$ cat src/rtl/serial_rom_pkg.sv
package serial_rom_pkg;
  // Strobes passed from the control module to the datapath.
  typedef struct packed {
    logic clear;  // asynchronous clear of address and output register
    logic step;   // qualified read step on this rising edge
  } romStrobe_t;
endpackage

$ cat src/rtl/sr_ctrl.sv
module sr_ctrl
  import serial_rom_pkg::*;
#(
  parameter bit RST_ACTIVE_HIGH = 1'b1
) (
  input  logic       clk,
  input  logic       rstOePin,
  input  logic       chipEnN,
  input  logic       atLast,
  output romStrobe_t strb,
  output logic       endFlag,
  output logic       dataOe,
  output logic       standby
);
  logic rstActive;
  logic ceActive;
  logic readGate;

  // Decode the pin polarity that was chosen at build time.
  generate
    if (RST_ACTIVE_HIGH) begin : g_rstHigh
      assign rstActive = rstOePin;
    end else begin : g_rstLow
      assign rstActive = ~rstOePin;
    end
  endgenerate

  assign ceActive = ~chipEnN;
  assign readGate = ceActive & ~rstActive;

  assign strb.clear = rstActive;
  assign strb.step  = readGate & ~endFlag;
  assign dataOe     = readGate;
  assign standby    = chipEnN;

  always_ff @(posedge clk or posedge rstActive) begin
    if (rstActive) begin
      endFlag <= 1'b0;
    end else if (strb.step && atLast) begin
      endFlag <= 1'b1;
    end
  end


  end_sticky_chk: assert property (@(posedge clk) disable iff (rstActive)
    endFlag |=> endFlag);
endmodule

$ cat src/rtl/sr_datapath.sv
module sr_datapath
  import serial_rom_pkg::*;
#(
  parameter int DEPTH = 256,
  localparam int AW = $clog2(DEPTH)
) (
  input  logic          clk,
  input  romStrobe_t    strb,
  input  logic          wrEn,
  input  logic [AW-1:0] wrAddr,
  input  logic          wrData,
  input  logic          endFlag,
  input  logic          dataOe,
  output logic          dataOut,
  output logic          atLast
);
  localparam logic [AW-1:0] LAST = AW'(DEPTH - 1);

  logic [DEPTH-1:0] bitArray;
  logic [AW-1:0]    addr;
  logic             outBit;
  logic             clrAsync;

  assign clrAsync = strb.clear;
  assign atLast   = (addr == LAST);

  // Content loading port; not cleared by reset.
  always_ff @(posedge clk) begin
    if (wrEn) begin
      bitArray[wrAddr] <= wrData;
    end
  end

  // Address counter and output register: on a step, the bit at the current
  // address is registered to the output and the address moves on, or holds
  // at the final address.
  always_ff @(posedge clk or posedge clrAsync) begin
    if (clrAsync) begin
      addr   <= '0;
      outBit <= 1'b0;
    end else if (strb.step) begin
      outBit <= bitArray[addr];
      if (!atLast) begin
        addr <= addr + AW'(1);
      end
    end
  end

  assign dataOut = dataOe & outBit;


  rst_clear_chk: assert property (@(posedge clk)
    clrAsync |-> (addr == '0) && !outBit);


  no_skip_chk: assert property (@(posedge clk) disable iff (clrAsync)
    strb.step |=> (addr == $past(addr) + AW'(1)) ||
                  ((addr == LAST) && ($past(addr) == LAST)));


  end_addr_chk: assert property (@(posedge clk) disable iff (clrAsync)
    endFlag |-> (addr == LAST));
endmodule

$ cat src/rtl/serial_cfg_rom.sv
module serial_cfg_rom
  import serial_rom_pkg::*;
#(
  parameter int DEPTH           = 256,
  parameter bit RST_ACTIVE_HIGH = 1'b1,
  localparam int AW = $clog2(DEPTH)
) (
  input  logic          clk,
  input  logic          rstOePin,
  input  logic          chipEnN,
  input  logic          wrEn,
  input  logic [AW-1:0] wrAddr,
  input  logic          wrData,
  output logic          dataOut,
  output logic          dataOe,
  output logic          standby,
  output logic          endOfData
);
  romStrobe_t strb;
  logic       atLast;

  sr_ctrl #(.RST_ACTIVE_HIGH(RST_ACTIVE_HIGH)) ctrl (
    .clk(clk), .rstOePin(rstOePin), .chipEnN(chipEnN), .atLast(atLast),
    .strb(strb), .endFlag(endOfData), .dataOe(dataOe), .standby(standby)
  );

  sr_datapath #(.DEPTH(DEPTH)) dp (
    .clk(clk), .strb(strb), .wrEn(wrEn), .wrAddr(wrAddr), .wrData(wrData),
    .endFlag(endOfData), .dataOe(dataOe), .dataOut(dataOut), .atLast(atLast)
  );
endmodule

$ cat config.mk
export PLATFORM = sky130hd
export DESIGN_NAME = serial_cfg_rom
export DESIGN_NICKNAME = d
export VERILOG_FILES = /design/src/rtl/serial_rom_pkg.sv /design/src/rtl/sr_ctrl.sv /design/src/rtl/sr_datapath.sv /design/src/rtl/serial_cfg_rom.sv
export SDC_FILE = /design/constraint.sdc
export NUM_CORES = 1
export LEC_CHECK = 0
export ABC_AREA = 1
export BUFFER_PORTS_ARGS = -buffer_cell sky130_fd_sc_hd__buf_2
export CAP_MARGIN = 20
export CELL_PAD_IN_SITES_DETAIL_PLACEMENT = 0
export CELL_PAD_IN_SITES_GLOBAL_PLACEMENT = 2
export CORE_MARGIN = 4
export CORE_UTILIZATION = 40
export CTS_CLUSTER_SIZE = 14
export DETAILED_ROUTE_END_ITERATION = 7
export PLACE_DENSITY = 0.76
export SKIP_LAST_GASP = 1
export SLEW_MARGIN = 40
export SYNTH_ARGS = -nofsm -noshare
export SYNTH_HDL_FRONTEND = slang
export SYNTH_HIERARCHICAL = 1
export SYNTH_SLANG_ARGS = --single-unit
$ cat constraint.sdc
create_clock -name clk -period 2.1 [get_ports clk]
set_clock_uncertainty 0.05 [all_clocks]
set_input_delay 0.21 -clock clk [delete_from_list [all_inputs] [get_ports clk]]
set_output_delay 0.21 -clock clk [all_outputs]
set_load 0.01 [all_outputs]
**Word-level counts from Yosys, hierarchy flattened**

Index checks and enable logic that the tools add are counted.

- Mux-type cells: 5
- Order comparisons: 3
- Add/subtract/negate cells: 1
- Bitwise operators: 7
- Reduce and logical (&&, ||, !) cells: 3
- Equal/unequal tests: 1

Operators by type and width:

| operator | number |
|---|---|
| $bwmux W256 | 1 |
| $lt A8 B9 Y1 const B | 2 |
| $add A8 B1 Y8 const B | 1 |
| $bmux W1 S8 | 1 |
| $demux W1 S8 | 1 |
| $eq A8 B8 Y1 const B | 1 |
| $ge A8 B1 Y1 const B | 1 |
| $not A1 Y1 | 4 |
| $and A1 B1 Y1 | 3 |
| $logic_and A1 B1 Y1 | 2 |
| $mux W1 | 2 |
| $reduce_and A2 Y1 | 1 |

- Register bits: 266
- Input bits: 13
- Logic and storage cells: 24
- Output and inout bits: 4

**Depth between registers and ports, before layout**

Gate-level depths: netlist (run 1).

- Depth in word-level cells: 5
- Depth in mapped cells: 17
- Depth with buffers taken out: 15

**Hierarchy**

Netlist (run 1), hierarchy kept.

By module, submodules not included:

| module | area each (um2) | cells an instance | instances |
|---|---|---|---|
| sr_datapath | 12305.6 | 1313 | 1 |
| sr_ctrl | 66.3 | 9 | 1 |

**Least setup slack after synthesis (run 1)**

Ideal clock, no wire load.

- Kind: register to register
- Start: register dp.addr[0]
- End: register dp.outBit
- Setup slack: 0.425 ns
- Arrival: 1.509 ns
- Library setup time: 0.117 ns
- Data required time: 1.933 ns
- Stages on the path, launching flop included: 14
- Path through: dfrtp_1 -> buf_6 -> buf_6 -> buf_4 -> o21ai_0 -> o21ai_1 -> a21oi_1 -> nand2_1 -> a21oi_1 -> nor2_1 -> nand2_1 -> nand2_1 -> nand2_1 -> nand2_1

- Word-level cells in the longest chain between the ends: 2

RTL lines:

| element | RTL line | source |
|---|---|---|
| start: declaration | sr_datapath.sv:20 | `logic [AW-1:0] addr;` |
| start signal: assignment | sr_datapath.sv:44 | `addr <= addr + AW'(1);` |
| $bmux W1 S8 | sr_datapath.sv:42 | `outBit <= bitArray[addr];` |
| $mux W1 (implied by the code) | sr_datapath.sv:42 |  |
| end signal: assignment | sr_datapath.sv:42 |  |
| end: declaration | sr_datapath.sv:21 | `logic outBit;` |

No other way between the ends. The select of a mux whose other input is x is not followed.
A chain may end at the register's enable or synchronous reset.

**Worst setup path after layout (run 1)**

Ends and elaborated chain as after synthesis.

==> flow_summary.json, run 1 <==
{
  "start_util_pct": 40.45,
  "fin_crit_sh_pct": 95.79,
  "fill_cells": 2965,
  "finalCriticalPeriod_ns": 2.012,
  "seq_area_mm2": 0.007943,
  "syn_avg_cell_area_um2": 9.358,
  "synth.distinct_cells": 25,
  "cp_common_cell": "nand2_1",
  "io_buffers": 16,
  "clk_path_buf_depth": 3,
  "yosys-top-cells-area": "edfxtp_1 62%, nor2_1 13%, nand2_1 8.0%, nand3_1 4.7%, inv_1 2.1%",
  "critPathMaxStageDelay_ns": 0.55,
  "drive_above_1_share_pct": 11.85,
  "power_leakage_nw": 5.177,
  "n_antenna_cell": 0,
  "drv_cap": 0,
  "vias": 9168,
  "finalHoldViolations": 0,
  "timing.rr.start": "dp/addr[0]",
  "ys.flop_type": "edfxtp_1",
  "ioPinCount": 17,
  "grtUsageTotal_pct": 20.52,
  "fin_setup_tns_ns": 0,
  "dp_hpwl_um": 20980,
  "dr.pass1.iters": 5,
  "syn_to_final_growth_pct": 16.66,
  "finalWeightedCongestion": 0.7988,
  "clkSinkCount": 266,
  "ys_seq_area_share_pct": 64.16,
  "overflow": 0,
  "max_freq_mhz": 497.1,
  "arrival_ns": 2.45,
  "crit_chain": "inv_8 -> buf_12 -> buf_12 -> nor2_1 -> o211ai_1 -> nand3_2 -> nand2_1 -> nand3_1 -> nand3_1 -> nand2_1 -> nand2_1 -> nand2_1 -> nand2_1",
  "slew_violations": 0,
  "avgViaCountPerCell": 5.128,
  "synth_xor_area_share_pct": 0.4956,
  "outcome": "complete, no violations",
  "finalNonFillerCells": 1788,
  "grt_pass1_vias": 8797,
  "synth_top_family_by_area": "simple AND/OR/NAND/NOR gates",
  "power_density_mw_per_mm2": 760.5,
  "cts_tree": "built",
  "drt_first_iter_violations": 584,
  "crit_required_ns": 2.53,
  "drtAntennaViolNets": 0,
  "numCtsBuffers": 30,
  "cts-root-buf": "clkbuf_16",
  "crit_buf_inv": 3,
  "ff2ff_path_depth": 13,
  "die-height_um": 183.9,
  "worstSetupEndpointType": "flip-flop",
  "synth-simple-area-share_pct": 25.80,
  "synth-edff-count": 256,
  "dp.cells": 1721,
  "clk_pin_slew_worst_paths_ns": 0.06,
  "crit_family": "simple AND/OR/NAND/NOR gates",
  "synth_compound_area_share_pct": 3.621,
  "grt_pass1_wl_um": 53270,
  "yosys_warnings": 6,
  "yosysTopAreaCell": "edfxtp_1",
  "antenna_found_initial": 0,
  "core_mm2": 0.03059,
  "final_util_pct": 47.18,
  "die_w_um": 183.9,
  "wl_per_cell_um": 20.01,
  "rsz0062_at_grt": "true",
  "relSlewSlack_pct": 54.88,
  "finalSetupViolations": 0,
  "tightest_slew_ns": 0.6752,
  "syn-cell-area_mm2": 0.01237,
  "worst_path_max_delay_cell": "dfrtp_4",
  "critPathLaunchType": "flip-flop",
  "async_flop_share_pct": 3.759,
  "synthMuxAreaShare_pct": 0,
  "nNetsFinal": 1384,
  "syn_inst": 1322,
  "peakVddDrop_mv": 0.5841,
  "synth-seq-cells": 266,
  "hold_class": "in2async",
  "wl_um": 35780,
  "worstSkewPairLatency_ns": 0.54,
  "htreeDepth": 1,
  "path_class": "reg2reg",
  "r2r_slack_ns": 0.09,
  "worst_r2r_endpoint": "dp/outBit",
  "drc": 0,
  "fp-row-count": 64,
  "die_area_mm2": 0.03381,
  "grt_max_degree": 62,
  "syn-num-nets": 1336,
  "crit_fanout": 17,
  "synth_top_area_share_pct": 62.14,
  "multi_input_area_mm2": 0.003769,
  "synth_fa_ha_area_share_pct": 0.1011
}
## repair_timing
| action | in CTS | in global routing |
|---|---|---|
| gates cloned | 0 | 5 |
| setup endpoints to repair | 1 | 5 |
| setup buffers | 0 | 6 |
| gates resized for setup | 3 | 21 |
| hold buffers | 2 | 0 |
| pin swaps | 0 | 2 |
| endpoints found under the hold margin | 11 | 0 |
## cells in the mapped netlist, types with 2 or more instances
cell,instances
buf_1,5
clkbuf_1,40
xor2_1,7
a21oi_1,18
inv_2,3
o21ai_0,51
dfrtp_1,10
o211ai_1,5
buf_4,13
buf_2,19
inv_1,69
nand3_1,116
nand2_1,264
buf_6,7
o21ai_1,13
edfxtp_1,256
nor2_1,417
nand2_2,2
## cell families (layout without fill, tap and decap cells)
logic type               after synthesis  count (layout)
XOR/XNOR                               7               7
AND/OR/NAND/NOR                      803             803
adder cells (fa/ha/maj)                1               1
buffers and inverters                158             228
AO/OA/AOI/OAI                         87              87
flip-flops                           266             266
## routing by layer
| metal | track usage [%] | routed length, um | vias up |
|---|---|---|---|
| li1 | - | - | 4410 |
| met1 | 29.80 | 16820 | 4471 |
| met2 | 33.34 | 16390 | 234 |
| met3 | 2.513 | 1806 | 53 |
| met4 | 4.555 | 760 | 0 |
| met5 | 0 | 0 | - |
## power breakdown
part	internal, W	switching (W)	total (W)
Clock	0.00279	0.00208	0.00486
Combinational	0.0000645	0.000222	0.000286
Sequential	0.00582	0.00000228	0.00583
## final cells by class
class | count | share of cell area (%)
timing repair buffer | 100 | 7.152
sequential | 266 | 55.03
multi-input combinational | 898 | 26.11
clock inverter | 19 | 0.7976
inverter | 74 | 1.994
clock buffer | 35 | 5.479
tap | 396 | 3.433
## worst max path at each step
stage / start / end / slack, ns / depth (start not counted)
finish: dp/addr[0] / dp/outBit / 0.09 / 13
global route: dp/addr[0] / dp/outBit / -0.08 / 14
CTS: dp/addr[1] / dp/outBit / 0.002 / 15
detailed placement: dp/addr[0] / dp/outBit / -0.05 / 14
global placement: dp/addr[0] / dp/outBit / -0.08 / 14
floorplan: dp/addr[0] / dp/outBit / 0.42 / 13
## per-stage QoR
step | hold slack (ns) | setup WS [ns] | power [W] | area (um^2)
after floorplan | -0.1113 | 0.4246 | 0.006037 | 12370
after global placement | 0.03385 | -0.07833 | 0.006221 | 13240
after detailed placement | 0.03203 | -0.05048 | 0.006222 | 13240
after CTS | 0.002652 | 0.002315 | 0.01107 | 14180
after global routing | 0.03306 | -0.08033 | 0.01133 | 14430
final | 0.03776 | 0.08837 | 0.01098 | 14430
## flip-flops by register name, summed over array words and instances (netlist names)
name,cells
ctrl/endFlag,1
dp/outBit,1
dp/addr,8
dp/bitArray,256
## placed cells by master (no fill, tap or decap)
cell           Yosys  routed
inv_2              3       3
buf_2             19      15
o21ai_1           13      13
clkbuf_16          0      36
a21oi_2            0       1
clkinv_2           0      11
o21ai_0           51      51
a21oi_1           18      17
bufinv_16          0       1
nand3_2            0       6
clkinv_1           1       7
buf_6              7       5
nor3_4             0       1
buf_12             0      16
nor4_4             1       1
edfxtp_1         256     256
nor3_1             1       1
xor2_1             7       7
ha_1               1       1
nor2_4             0       1
buf_8              0       1
nand2_1          264     262
clkinvlp_4         0       1
inv_1             69      68
inv_8              0       1
nor2_2             1       2
inv_4              1       1
clkbuf_1          40       4
dfrtp_2            0       1
nand2_2            2       4
dfrtp_4            0       1
buf_4             13      56
o211ai_1           5       5
dfrtp_1           10       8
dlygate4sd3_1      0       2
nor2_1           417     415
nand3_1          116     110
## tightest hold or removal path, delay by kind of cell
family	cells	cell delay (ns)
buffers and inverters	3	0.75
Power figures use the tool's default switching activity.
==> inputs of run 2 (changes only) <==
--- a/config.mk
+++ b/config.mk
@@ -14,10 +14,10 @@
 export CORE_UTILIZATION = 40
 export CTS_CLUSTER_SIZE = 14
 export DETAILED_ROUTE_END_ITERATION = 7
-export PLACE_DENSITY = 0.76
+export PLACE_DENSITY = 0.77
+export REMOVE_ABC_BUFFERS = 1
 export SKIP_LAST_GASP = 1
 export SLEW_MARGIN = 40
 export SYNTH_ARGS = -nofsm -noshare
 export SYNTH_HDL_FRONTEND = slang
-export SYNTH_HIERARCHICAL = 1
 export SYNTH_SLANG_ARGS = --single-unit
==> run 2 against run 1 <==
Sequential share of layout area increased by 0.13 points; setup slack got worse by 0.043 ns; highest routed layer unchanged; via count increased by 0.25%; final area decreased by 0.24%; critical endpoint is now dp.outBit; critical path type unchanged; critical path depth increased by 1; wire length decreased by 4.1%; largest power group unchanged; first-iteration DRC count increased by 12%; synthesized cell count increased by 3.0%.
==> flow_summary.json, run 2 <==
{
  "worst_path_max_delay_cell": "dfrtp_4",
  "die_area_mm2": 0.03403,
  "peakVddDrop_mv": 0.5818,
  "drt-met1-wl_um": 15450,
  "antenna_found_initial": 0,
  "yosysTopAreaCell": "edfxtp_1",
  "grt_max_degree": 70,
  "seq_power_share_pct": 35.7,
  "timing.rr.start": "dp.addr[0]",
  "crit_buf_inv": 1,
  "core_mm2": 0.03067,
  "cp_common_cell": "nand2_1",
  "cts_tree": "built",
  "syn_to_final_growth_pct": 15.58,
  "grt_pass1_wl_um": 52930,
  "ff2ff_path_depth": 14,
  "drtAntennaViolNets": 0,
  "nNetsFinal": 1417,
  "wl_um": 34320,
  "min_path_cells": 4,
  "power_leakage_nw": 5.275,
  "io_buffers": 16,
  "critPathLaunchType": "flip-flop",
  "arrival_ns": 2.43,
  "avgViaCountPerCell": 5.047,
  "synth-seq-cells": 266,
  "p_total_w": 0.01699,
  "clkSinkCount": 266,
  "synth.distinct_cells": 24,
  "r2r_slack_ns": 0.05,
  "path_depth": 14,
  "hold_ws_ns": 0.02256,
  "yosys_warnings": 0,
  "die-height_um": 184.5,
  "path_class": "reg2reg",
  "clockPowerShare_pct": 28.9,
  "preCtsSetupSlack_ns": -0.04360,
  "fp-row-count": 64,
  "yosysMostFrequentCell": "nor2_1",
  "finalHoldViolations": 0,
  "critPathMaxStageDelay_ns": 0.54,
  "cts-root-buf": "clkbuf_16",
  "async_flop_share_pct": 3.759,
  "dp_hpwl_um": 20710,
  "finalCriticalPeriod_ns": 2.055,
  "power_switching_w": 0.005992,
  "crit_chain": "buf_12 -> or2_2 -> nand3_1 -> nand2_1 -> nand2_1 -> nand2_1 -> nor2_2 -> nand2_1 -> nand3_1 -> nand3_1 -> nand3_1 -> nand2_1 -> nand2_1 -> nand2_1",
  "clk_pin_slew_worst_paths_ns": 0.06,
  "die_w_um": 184.5,
  "largest_register_ff_count": 256,
  "vias": 9191,
  "final_common_cell": "nor2_1",
  "layout_setup_ws_ns": 0.04536,
  "numCtsBuffers": 29,
  "netSwitchingFraction_pct": 35.27,
  "drt_first_iter_violations": 653,
  "syn_avg_cell_area_um2": 9.153,
  "syn_inst": 1361,
  "drv_cap": 0,
  "htreeDepth": 1,
  "clk_path_buf_depth": 3,
  "hp-start": "chipEnN",
  "drive_above_1_share_pct": 10.60,
  "relSlewSlack_pct": 59.89,
  "crit_required_ns": 2.48,
  "intPower_w": 0.01099,
  "finalWeightedCongestion": 0.7904,
  "hold_class": "in2reg",
  "ys_seq_area_share_pct": 63.72,
  "wl_met2_um": 17010,
  "tightest_slew_ns": 0.6002,
  "ioPinCount": 17,
  "top_layer": "met4",
  "ys.flop_type": "edfxtp_1",
  "grt_pass1_vias": 8942,
  "yosys-top-cells-area": "edfxtp_1 62%, nor2_1 13%, nand2_1 8.3%, nand3_1 3.8%, inv_1 2.9%",
  "final_cell_mix": "427 x nor2_1, 274 x nand2_1, 256 x edfxtp_1",
  "syn-cell-area_mm2": 0.01246,
  "slew_violations": 0,
  "holdPathEnd": "ctrl.endFlag",
  "wl_per_cell_um": 18.85,
  "worstSkewPairLatency_ns": 0.54,
  "overflow": 0,
  "top_register": "dp.bitArray",
  "power.share.combinational_pct": 35.4,
  "dr.pass1.iters": 5,
  "synth_top_area_share_pct": 61.71,
  "crit_fanout": 28,
  "n_antenna_cell": 0,
  "finalSetupViolations": 0,
  "worstSetupEndpointType": "flip-flop",
  "wl_met3_um": 1437,
  "ys_top_cells_by_count": "433 x nor2_1, 274 x nand2_1, 256 x edfxtp_1",
  "fin_crit_sh_pct": 97.84,
  "rsz0062_at_grt": "true",
  "crit_family": "simple AND/OR/NAND/NOR gates",
  "worst_r2r_endpoint": "dp.outBit",
  "drc": 0,
  "grtUsageTotal_pct": 20.46,
  "start_util_pct": 40.62,
  "power_density_mw_per_mm2": 1180,
  "largestRegisters": "dp.bitArray x256, dp.addr x8",
  "synth-edff-count": 256,
  "max_freq_mhz": 486.7,
  "outcome": "complete, no violations"
}
[run 2: cell count changes in the layout (fill, tap and decap cells not counted), sizes merged, moves of 2 or more]
cell    previous run  this run
o211ai             5         8
a21oi             18        16
inv               73       100
o21ai             64        67
nor2             418       433
clkbuf            40        42
nand2            266       274
or2                0         5
nand3            116        94
clkinv            18        12
[run 2: through the flow]
step	std cells	area, um^2	setup TNS, ns	util (%)
after floorplan	1278	12050	-17.33	-
after global placement	1762	13400	-0.06141	43.68
after detailed placement	1762	13400	-0.04937	43.68
after CTS	1816	14330	-0.01610	46.72
after global routing	1821	14400	-0.1904	46.94
final	1821	14400	0	46.94
[run 2: worst min-delay path: stages]
cell and delay, ns:
buf_2 0.08, nor2_1 0.04, inv_1 0.14, o21bai_1 0.09
[run 2: worst max-delay path by stage]
stage | startpoint | endpoint
4_1_cts | dp.addr[0] | dp.outBit
3_3_place_gp | dp.addr[0] | dp.outBit
2_1_floorplan | dp.addr[0] | dp.outBit
5_1_grt | dp.addr[0] | dp.outBit
3_5_place_dp | dp.addr[0] | dp.outBit
6_report | dp.addr[0] | dp.outBit
[run 2: cell families after synthesis]
kind of cell             synth area share, %
buffers and inverters                  6.338
flip-flops                             63.72
AO/OA/AOI/OAI                          3.877
AND/OR/NAND/NOR                        25.47
XOR/XNOR                              0.4922
adder cells (fa/ha/maj)               0.1004
[run 2: final cells by class]
cell class	instances	area (um^2)
clock buffer	42	814.5
clock inverter	11	98.84
fill	2988	16270
inverter	103	389.1
multi-input combinational	909	3766
sequential	266	7943
tap	396	495.5
timing repair buffer	94	890.9
[run 2: timing repair]
item	4_1_cts	5_1_grt
gates resized for setup	2	10
setup endpoints to repair	2	3
pin swaps	0	3
hold buffers	1	0
setup buffers	0	5
hold endpoints to repair	10	0
[run 2: power by group through the flow]
stage / clock (W) / sequential (W) / combinational [W]
global route: 0.00529 / 0.00607 / 0.00671
global placement: 0 / 0.00616 / 0.00594
finish: 0.00492 / 0.00606 / 0.00601
detailed placement: 0 / 0.00617 / 0.00593
floorplan: 0 / 0.00649 / 0.00280
CTS: 0.00502 / 0.00606 / 0.00597
[run 2: routing by layer]
layer  GRT usage, %  up-vias
met2          35.81      154
met3          2.427       34
li1               -     4475
met1          27.94     4528
met5              0        -
met4          3.549        0
